### config.mk
export PLATFORM = sky130hd
export DESIGN_NAME = adaptive_neuron
export DESIGN_NICKNAME = d
export VERILOG_FILES = /design/src/rtl/neuron_pkg.sv /design/src/rtl/neuron_syn_acc.sv /design/src/rtl/neuron_wgt_acc.sv /design/src/rtl/neuron_fire_cmp.sv /design/src/rtl/adaptive_neuron.sv
export SDC_FILE = /design/constraint.sdc
export NUM_CORES = 1
export LEC_CHECK = 0
export CAP_MARGIN = 20
export CORE_MARGIN = 8
export CORE_UTILIZATION = 60
export CTS_CLUSTER_SIZE = 14
export DETAILED_ROUTE_END_ITERATION = 6
export DONT_BUFFER_PORTS = 1
export GPL_TIMING_DRIVEN = 1
export PLACE_DENSITY = 0.76
export SETUP_SLACK_MARGIN = 0.05
export SLEW_MARGIN = 15
export SYNTH_ARGS = -nofsm -noshare
export SYNTH_HDL_FRONTEND = slang
export SYNTH_HIERARCHICAL = 1
export SYNTH_SLANG_ARGS = --single-unit
### constraint.sdc
create_clock -name clk -period 3.41 [get_ports clk]
set_input_delay 0.341 -clock clk [delete_from_list [all_inputs] [get_ports clk]]
set_output_delay 0.341 -clock clk [all_outputs]
set_load 0.03 [all_outputs]
### src/rtl/neuron_pkg.sv
package neuron_pkg;

  typedef enum logic [1:0] {
    STEP_HOLD = 2'd0,
    STEP_UP   = 2'd1,
    STEP_DOWN = 2'd2
  } step_e;

  function automatic step_e syn_step(input logic up, input logic down, input logic drain);
    if (up && !down)       return STEP_UP;
    else if (down && !up)  return STEP_DOWN;
    else if (!up && !down && drain) return STEP_DOWN;
    else                   return STEP_HOLD;
  endfunction

endpackage

### src/rtl/neuron_syn_acc.sv
module neuron_syn_acc
  import neuron_pkg::*;
#(
  parameter int CNT_W = 5
) (
  input  logic             clk,
  input  logic             rst,
  input  logic             fire_now,
  input  logic             excite,
  input  logic             inhibit,
  input  logic             leak,
  output logic [CNT_W-1:0] level
);
  localparam logic [CNT_W-1:0] CNT_MAX = {CNT_W{1'b1}};

  step_e            step;
  logic [CNT_W-1:0] level_q;
  logic [CNT_W-1:0] level_d;

  always_comb begin
    step = syn_step(excite, inhibit, leak);
    level_d = level_q;
    if (fire_now) begin
      level_d = '0;
    end else begin
      unique case (step)
        STEP_UP:   if (level_q != CNT_MAX) level_d = level_q + 1'b1;
        STEP_DOWN: if (level_q != '0)      level_d = level_q - 1'b1;
        default:   level_d = level_q;
      endcase
    end
  end

  always_ff @(posedge clk) begin
    if (rst) level_q <= '0;
    else     level_q <= level_d;
  end

  assign level = level_q;


  syn_up_chk: assert property (@(posedge clk) disable iff (rst)
    (excite && !inhibit && !fire_now && level_q != CNT_MAX) |=> level_q == $past(level_q) + 1'b1);


  syn_cancel_chk: assert property (@(posedge clk) disable iff (rst)
    (excite && inhibit && !fire_now) |=> $stable(level_q));


  syn_leak_chk: assert property (@(posedge clk) disable iff (rst)
    (leak && !excite && !inhibit && !fire_now && level_q != '0) |=> level_q == $past(level_q) - 1'b1);


  syn_clear_chk: assert property (@(posedge clk) disable iff (rst)
    fire_now |=> level_q == '0);

endmodule

### src/rtl/neuron_wgt_acc.sv
module neuron_wgt_acc #(
  parameter int CNT_W = 5,
  parameter int INIT_THRESH = 31
) (
  input  logic             clk,
  input  logic             rst,
  input  logic             fire_now,
  input  logic             recover,
  output logic [CNT_W-1:0] level
);
  localparam int CNT_MAX_I = (1 << CNT_W) - 1;
  localparam logic [CNT_W-1:0] CNT_MAX = {CNT_W{1'b1}};
  localparam logic [CNT_W-1:0] CNT_MIN = {{(CNT_W-1){1'b0}}, 1'b1};
  localparam int INIT_I = (INIT_THRESH < 1) ? 1 :
                          (INIT_THRESH > CNT_MAX_I) ? CNT_MAX_I : INIT_THRESH;
  localparam logic [CNT_W-1:0] INIT_VAL = CNT_W'(INIT_I);

  logic [CNT_W-1:0] level_q;
  logic [CNT_W-1:0] level_d;

  always_comb begin
    level_d = level_q;
    if (fire_now) begin
      if (level_q > CNT_MIN) level_d = level_q - 1'b1;
    end else if (recover) begin
      if (level_q != CNT_MAX) level_d = level_q + 1'b1;
    end
  end

  always_ff @(posedge clk) begin
    if (rst) level_q <= INIT_VAL;
    else     level_q <= level_d;
  end

  assign level = level_q;


  wgt_floor_chk: assert property (@(posedge clk) disable iff (rst)
    level_q != '0);


  wgt_recover_chk: assert property (@(posedge clk) disable iff (rst)
    (recover && !fire_now && level_q != CNT_MAX) |=> level_q == $past(level_q) + 1'b1);


  wgt_fire_wins_chk: assert property (@(posedge clk) disable iff (rst)
    (fire_now && level_q > CNT_MIN) |=> level_q == $past(level_q) - 1'b1);

endmodule

### src/rtl/neuron_fire_cmp.sv
module neuron_fire_cmp #(
  parameter int CNT_W = 5
) (
  input  logic             clk,
  input  logic             rst,
  input  logic [CNT_W-1:0] syn_level,
  input  logic [CNT_W-1:0] wgt_level,
  output logic             fire_now,
  output logic             fire_q
);
  assign fire_now = (syn_level == wgt_level);

  always_ff @(posedge clk) begin
    if (rst) fire_q <= 1'b0;
    else     fire_q <= fire_now;
  end


  fire_single_chk: assert property (@(posedge clk) disable iff (rst)
    fire_q |=> !fire_q);


  fire_late_chk: assert property (@(posedge clk) disable iff (rst)
    fire_now |=> fire_q);

endmodule

### src/rtl/adaptive_neuron.sv
module adaptive_neuron #(
  parameter int CNT_W = 5,
  parameter int INIT_THRESH = 31
) (
  input  logic             clk,
  input  logic             rst,
  input  logic             excite,
  input  logic             inhibit,
  input  logic             leak,
  input  logic             recover,
  output logic             fire,
  output logic [CNT_W-1:0] syn_count,
  output logic [CNT_W-1:0] threshold
);
  logic             fire_now;
  logic [CNT_W-1:0] syn_lvl;
  logic [CNT_W-1:0] wgt_lvl;

  neuron_syn_acc #(.CNT_W(CNT_W)) u_syn (
    .clk(clk), .rst(rst), .fire_now(fire_now),
    .excite(excite), .inhibit(inhibit), .leak(leak), .level(syn_lvl)
  );

  neuron_wgt_acc #(.CNT_W(CNT_W), .INIT_THRESH(INIT_THRESH)) u_wgt (
    .clk(clk), .rst(rst), .fire_now(fire_now),
    .recover(recover), .level(wgt_lvl)
  );

  neuron_fire_cmp #(.CNT_W(CNT_W)) u_cmp (
    .clk(clk), .rst(rst), .syn_level(syn_lvl), .wgt_level(wgt_lvl),
    .fire_now(fire_now), .fire_q(fire)
  );

  assign syn_count = syn_lvl;
  assign threshold = wgt_lvl;


  fire_cleared_chk: assert property (@(posedge clk) disable iff (rst)
    fire |-> syn_count == '0);


  fire_lowers_chk: assert property (@(posedge clk) disable iff (rst)
    (fire && $past(threshold) > 1) |-> threshold == $past(threshold) - 1'b1);

endmodule

==> results of run 1 <==
## cells in the final DEF, fill, tap and decap left out, types with 2 or more instances in the layout
master / count
nand2_1: 5
buf_4: 2
dfxtp_1: 11
nand3_1: 3
ha_1: 7
xnor2_1: 9
nand2b_1: 2
inv_1: 6
clkbuf_4: 3
a211o_1: 2
mux2i_1: 6
a21oi_1: 4
nor2_1: 14
nand4b_1: 2
## stage by stage
step	cell area (um2)	instances
after floorplan	880.8	99
after global placement	897.1	114
after detailed placement	897.1	114
after CTS	923.4	118
after global routing	923.4	118
final	923.4	118
## kinds of logic (layout without fill, tap and decap cells)
family / after synthesis / after routing / synth area share (%)
buffers and inverters: 10 / 13 / 5.113
multiplexers: 6 / 6 / 6.818
AND/OR/NAND/NOR: 36 / 36 / 22.59
AO/OA/AOI/OAI: 18 / 18 / 18.33
adder cells (fa/ha/maj): 8 / 8 / 12.22
flip-flops: 11 / 11 / 25.00
XOR/XNOR: 10 / 10 / 9.944
## layer usage
layer,part of all wire [%],wire length (um),vias up,GRT usage [%]
met5,0,0,-,0
met2,44,756,14,17.94
met4,1.7,29,0,7.377
li1,-,-,351,-
met1,49,851,308,18.56
met3,5.5,95,4,2.717
## area by class of cell
| type | instances | share of cell area [%] |
|---|---|---|
| clock buffer | 4 | 2.846 |
| inverter | 7 | 2.846 |
| multi-input combinational | 78 | 66.67 |
| sequential | 11 | 23.85 |
| tap | 16 | 2.168 |
| timing repair buffer | 2 | 1.626 |
## state kept, by name, summed over array words and instances (netlist names)
register and count:
u_wgt/level 5, u_syn/level 5, u_cmp/fire_q 1
## worst paths after layout
path	startpoint	endpoint	slack, ns
setup / recovery	u_wgt/level[0]	u_wgt/level[1]	0.93
hold / removal	rst	u_cmp/fire_q	0.13
hold reg to reg	u_syn/level[3]	u_syn/level[3]	0.69
setup reg to reg	u_wgt/level[0]	u_wgt/level[1]	0.93
## power groups by stage
stage / registers, mW / logic (mW) / clock network, mW
2_1_floorplan: 0.318 / 0.265 / 0
3_3_place_gp: 0.323 / 0.329 / 0
3_5_place_dp: 0.325 / 0.331 / 0
4_1_cts: 0.322 / 0.335 / 0.0977
5_1_grt: 0.331 / 0.379 / 0.102
6_report: 0.320 / 0.337 / 0.0927
## worst register-to-register path, delay by kind of cell (launching register included)
kind                      cells  cell delay (ns)
AOI/OAI and AO/OA             1             0.30
and+or+nand+nor               3             1.07
xor gates and xnor gates      1             0.18
DFF                           1             0.67
muxes                         1             0.19
==> results.py, run 1 <==
metrics = {
    "run_status": {
        "outcome": "completed",
    },
    "logic_synthesis": {
        "synth_ff_type": "dfxtp_1",
        "yosys.cell_types.count": 39,
        "ys_ff_latch": 11,
        "yosys-top-cells-count": "nor2_1 (14), dfxtp_1 (11), xnor2_1 (9), ha_1 (7)",
        "postSynthCellCount": 99,
        "syn_nets": 113,
        "yosysSeqAreaShare_pct": 25.00,
        "avgSynthCellArea_um2": 8.897,
        "synth_area_leaders": "dfxtp_1 (25%), ha_1 (9.9%), xnor2_1 (8.9%), mux2i_1 (6.8%), nor2_1 (6.0%)",
        "synth_largest_area_cell": "dfxtp_1",
        "synth.most_common_cell": "nor2_1",
        "synth_edf_count": 0,
        "ys_warn_count": 6,
        "ys_async_sr_fraction_pct": 0,
        "synth.top_cell.area_share_pct": 25.00,
        "syn_area_um2": 880.8,
    },
    "setup_path": {
        "cp.depth": 6,
        "cp_num_buf_inv": 0,
        "crit_chain": "xnor2_1 -> nand3_1 -> nor2_1 -> nor4b_1 -> a22o_1 -> mux2i_1",
        "slowest_delay_ns": 0.67,
        "critPathTopFamily": "simple AND/OR/NAND/NOR gates",
        "cp-start-kind": "flip-flop",
        "end_kind": "flip-flop",
        "worstSetupPathType": "reg2reg",
        "arrival_ns": 2.68,
        "cp_max_fo": 10,
        "rr_worst_depth": 6,
        "worstPathRequired_ns": 3.61,
        "slowest_stage": "dfxtp_1",
    },
    "power_and_ir_drop": {
        "p_per_area_nw_per_um2": 811.0,
        "power_switching_mw": 0.3675,
        "power_frac_clock_pct": 12.4,
        "p_comb_share_pct": 44.9,
        "power_frac_seq_pct": 42.7,
        "design_power_total_mw": 0.7488,
        "p_int_mw": 0.3814,
        "max-vdd-ir-drop_uv": 443.3,
        "leakage_nw": 0.3835,
        "swShare_pct": 49.07,
    },
    "detailed_routing": {
        "vias": 677,
        "wl_mm": 1.732,
        "drc_errors": 0,
        "vias_per_cell": 5.737,
        "wl_per_cell_um": 14.68,
        "drtIter0Drc": 12,
        "dr.pass1.iters": 4,
        "ant_nets": 0,
    },
    "sta": {
        "slew_viol_final": 0,
        "finalSetupViolations": 0,
        "max_freq_ghz": 0.4031,
        "grt_setup_unrepaired": "no",
        "fin_crit_ns": 2.481,
        "report.final.hold_viol_count": 0,
        "worst_pin_slew_ns": 0.5755,
        "layout_setup_ws_ns": 0.9291,
        "slew_headroom_pct": 61.49,
        "skew_ns": 0.005637,
        "post-route-period-util_pct": 72.75,
        "finalSetupTns_ns": 0,
        "hold_ws_ns": 0.1321,
    },
    "global_route": {
        "grt_pass1_wl_mm": 2.849,
        "grt.total_usage_pct": 13.16,
        "grt_max_degree": 11,
        "grt_overflow_total": 0,
        "first_global_vias": 607,
        "antenna_found_initial": 0,
    },
    "worst_hold_path": {
        "holdPathStages": 1,
        "hold_class": "in2reg",
    },
    "cells_and_area": {
        "syn2layout_area_growth_pct": 4.830,
        "fill_cells": 119,
        "utilization_pct": 64.29,
        "multi_input_area_um2": 615.6,
        "layout.nets": 117,
        "diodes": 0,
        "layout-drive-gt1-share_pct": 10.78,
        "regArea_um2": 220.2,
    },
    "clocking": {
        "ctsHoldBuffers": 0,
        "worst_skew_pair.late_latency_ns": 0.27,
        "cts_resized": 0,
        "cts_tree": "done",
        "clk_pin_slew_ns": 0.07,
        "cts_setup_buffers": 0,
        "clock_path_buffers": 2,
        "cts_max_level": 1,
        "cts_buffers": 3,
        "clock-sinks": 11,
        "root_buffer": "clkbuf_4",
    },
    "floorplan": {
        "start_util_pct": 61.32,
        "dieArea_um2": 2950,
        "dieHeight_um": 54.32,
        "ios": 17,
        "placeableCoreArea_um2": 1436,
        "num_rows": 14,
        "fp.dieW_um": 54.32,
    },
    "place": {
        "gp_congestion": 0.8318,
        "portBuffers": 0,
        "dp.final_hpwl_mm": 1.309,
        "pre_cts_slack_ns": 0.9465,
    },
    "job": {
        "cap_violations": 0,
    },
}
Power figures use the tool's default switching activity.
==> run 2: changes to the inputs <==
--- a/config.mk
+++ b/config.mk
@@ -7,12 +7,12 @@
 export LEC_CHECK = 0
 export CAP_MARGIN = 20
 export CORE_MARGIN = 8
-export CORE_UTILIZATION = 60
+export CORE_UTILIZATION = 55
 export CTS_CLUSTER_SIZE = 14
 export DETAILED_ROUTE_END_ITERATION = 6
 export DONT_BUFFER_PORTS = 1
 export GPL_TIMING_DRIVEN = 1
-export PLACE_DENSITY = 0.76
+export PLACE_DENSITY = 0.73
 export SETUP_SLACK_MARGIN = 0.05
 export SLEW_MARGIN = 15
 export SYNTH_ARGS = -nofsm -noshare
==> constraint.sdc (replaced) <==
create_clock -name clk -period 2 [get_ports clk]
set_input_delay 0.2 -clock clk [delete_from_list [all_inputs] [get_ports clk]]
set_output_delay 0.2 -clock clk [all_outputs]
set_load 0.03 [all_outputs]
==> results.py, run 2 (synthesis gave the netlist of run 1 again) <==
metrics = {
    "setup_path": {
        "r2r-end": "u_wgt/level[3]",
        "worstReg2RegStart": "u_wgt/level[0]",
        "reg2reg_slack_ns": 0.19,
        "cp_max_fo": 4,
        "worstPathRequired_ns": 2.15,
        "critPathLaunch": "u_wgt/level[0]",
        "cp-start-kind": "flip-flop",
        "arrival_ns": 1.96,
        "worstSetupPathType": "reg2reg",
        "end_kind": "flip-flop",
        "rr_worst_depth": 6,
    },
    "power_and_ir_drop": {
        "p_per_area_nw_per_um2": 1361,
        "max-vdd-ir-drop_uv": 902.8,
        "leakage_nw": 0.4310,
    },
    "global_route": {
        "antenna_found_initial": 0,
        "grt-busiest-layer": "met2",
        "grt_overflow_total": 0,
        "grt_pass1_wl_mm": 3.036,
        "grt.total_usage_pct": 11.37,
        "met2_usage_pct": 16.01,
        "first_global_vias": 658,
        "grt_max_degree": 11,
        "use_met3_pct": 5.251,
        "met1_usage_pct": 14.96,
    },
    "clocking": {
        "worst_skew_pair.late_latency_ns": 0.27,
        "root_buffer": "clkbuf_4",
        "clk_pin_slew_ns": 0.07,
        "cts_buffers": 3,
        "cts_tree": "done",
        "cts_max_level": 1,
        "clock-sinks": 11,
        "clock_path_buffers": 2,
    },
    "sta": {
        "finalSetupTns_ns": 0,
        "report.final.hold_viol_count": 0,
        "slew_headroom_pct": 76.81,
        "worst_pin_slew_ns": 0.3450,
        "grt_setup_unrepaired": "no",
        "max_freq_ghz": 0.5523,
        "layout_setup_ws_ns": 0.1894,
        "finalSetupViolations": 0,
        "slew_viol_final": 0,
        "fin_crit_ns": 1.811,
        "skew_ns": 0.004724,
        "post-route-period-util_pct": 90.53,
    },
    "cells_and_area": {
        "layout-drive-gt1-share_pct": 28.57,
        "syn2layout_area_growth_pct": 16.33,
        "layout.nets": 127,
        "fill_cells": 125,
        "diodes": 0,
        "final_common_cell": "nor2_1",
        "final_cell_mix": "nor2_1 (13), buf_4 (11), xnor2_1 (9), dfxtp_2 (9), ha_1 (7)",
    },
    "floorplan": {
        "fp.dieW_um": 56.02,
        "start_util_pct": 58.47,
        "dieHeight_um": 56.02,
        "dieArea_um2": 3138,
        "num_rows": 14,
        "placeableCoreArea_um2": 1506,
        "ios": 17,
    },
    "job": {
        "cap_violations": 0,
    },
    "worst_hold_path": {
        "hold_path_end": "u_wgt/level[3]",
        "hold_class": "in2reg",
        "holdPathStages": 1,
        "hold_path.startpoint": "rst",
    },
    "detailed_routing": {
        "wl_mm": 1.889,
        "dr.pass1.iters": 4,
        "vias": 751,
        "ant_nets": 0,
        "drtIter0Drc": 18,
        "wl_per_cell_um": 14.76,
        "drc_errors": 0,
        "vias_per_cell": 5.867,
    },
    "place": {
        "gp_congestion": 0.8771,
        "portBuffers": 0,
        "pre_cts_slack_ns": 0.1337,
        "dp.final_hpwl_mm": 1.493,
    },
    "run_status": {
        "outcome": "completed",
    },
}
==> run 2: repair_timing <==
item,CTS,global route
gates resized for setup,0,2
hold endpoints to repair,1,0
setup buffers,0,0
hold buffers,1,0
setup endpoints to repair,0,5
==> run 2: per-layer routing <==
metal	vias to the layer above	routed length, um
li1	373	-
met1	346	892
met2	30	819
met3	2	167
met4	0	9
met5	-	0
==> run 2: area by class of cell <==
type,instances,area [um2],area share (%)
tap,16,20.02,1.954
inverter,7,26.28,2.564
sequential,11,235.2,22.95
multi-input combinational,78,624.3,60.93
timing repair buffer,12,92.59,9.035
clock buffer,4,26.28,2.564
==> run 2: stage by stage <==
step	hold slack, ns	util [%]	area [um2]	instances	total power, mW
floorplan	0.2697	-	895.9	99	1.016
detailed placement	0.2738	65.03	979.7	123	1.232
CTS	0.03314	67.44	1016	128	1.387
global placement	0.2753	65.03	979.7	123	1.221
global route	0.02303	68.02	1025	128	1.496
finish	0.03667	68.02	1025	128	1.395
==> run 2: power by group <==
part / switching, mW / internal [mW]
registers: 0.0629 / 0.309
logic: 0.514 / 0.359
clock network: 0.0729 / 0.0772
total: 0.650 / 0.745
==> run 2: how the worst max path moves through the flow <==
stage | endpoint | slack, ns | cells past startpoint
floorplan | u_wgt/level[3] | 0.06 | 7
global placement | u_wgt/level[3] | 0.20 | 6
detailed placement | u_wgt/level[0] | 0.13 | 6
CTS | u_wgt/level[0] | 0.11 | 6
global route | u_wgt/level[3] | 0.06 | 6
finish | u_wgt/level[3] | 0.19 | 6
==> run 2: critical path, stage by stage, from the launching register on <==
cell     delay, ns
dfxtp_4       0.36
xnor2_1       0.15
nand3_1       0.14
nor2_2        0.17
or4b_1        0.47
o211a_1       0.15
a211o_1       0.26
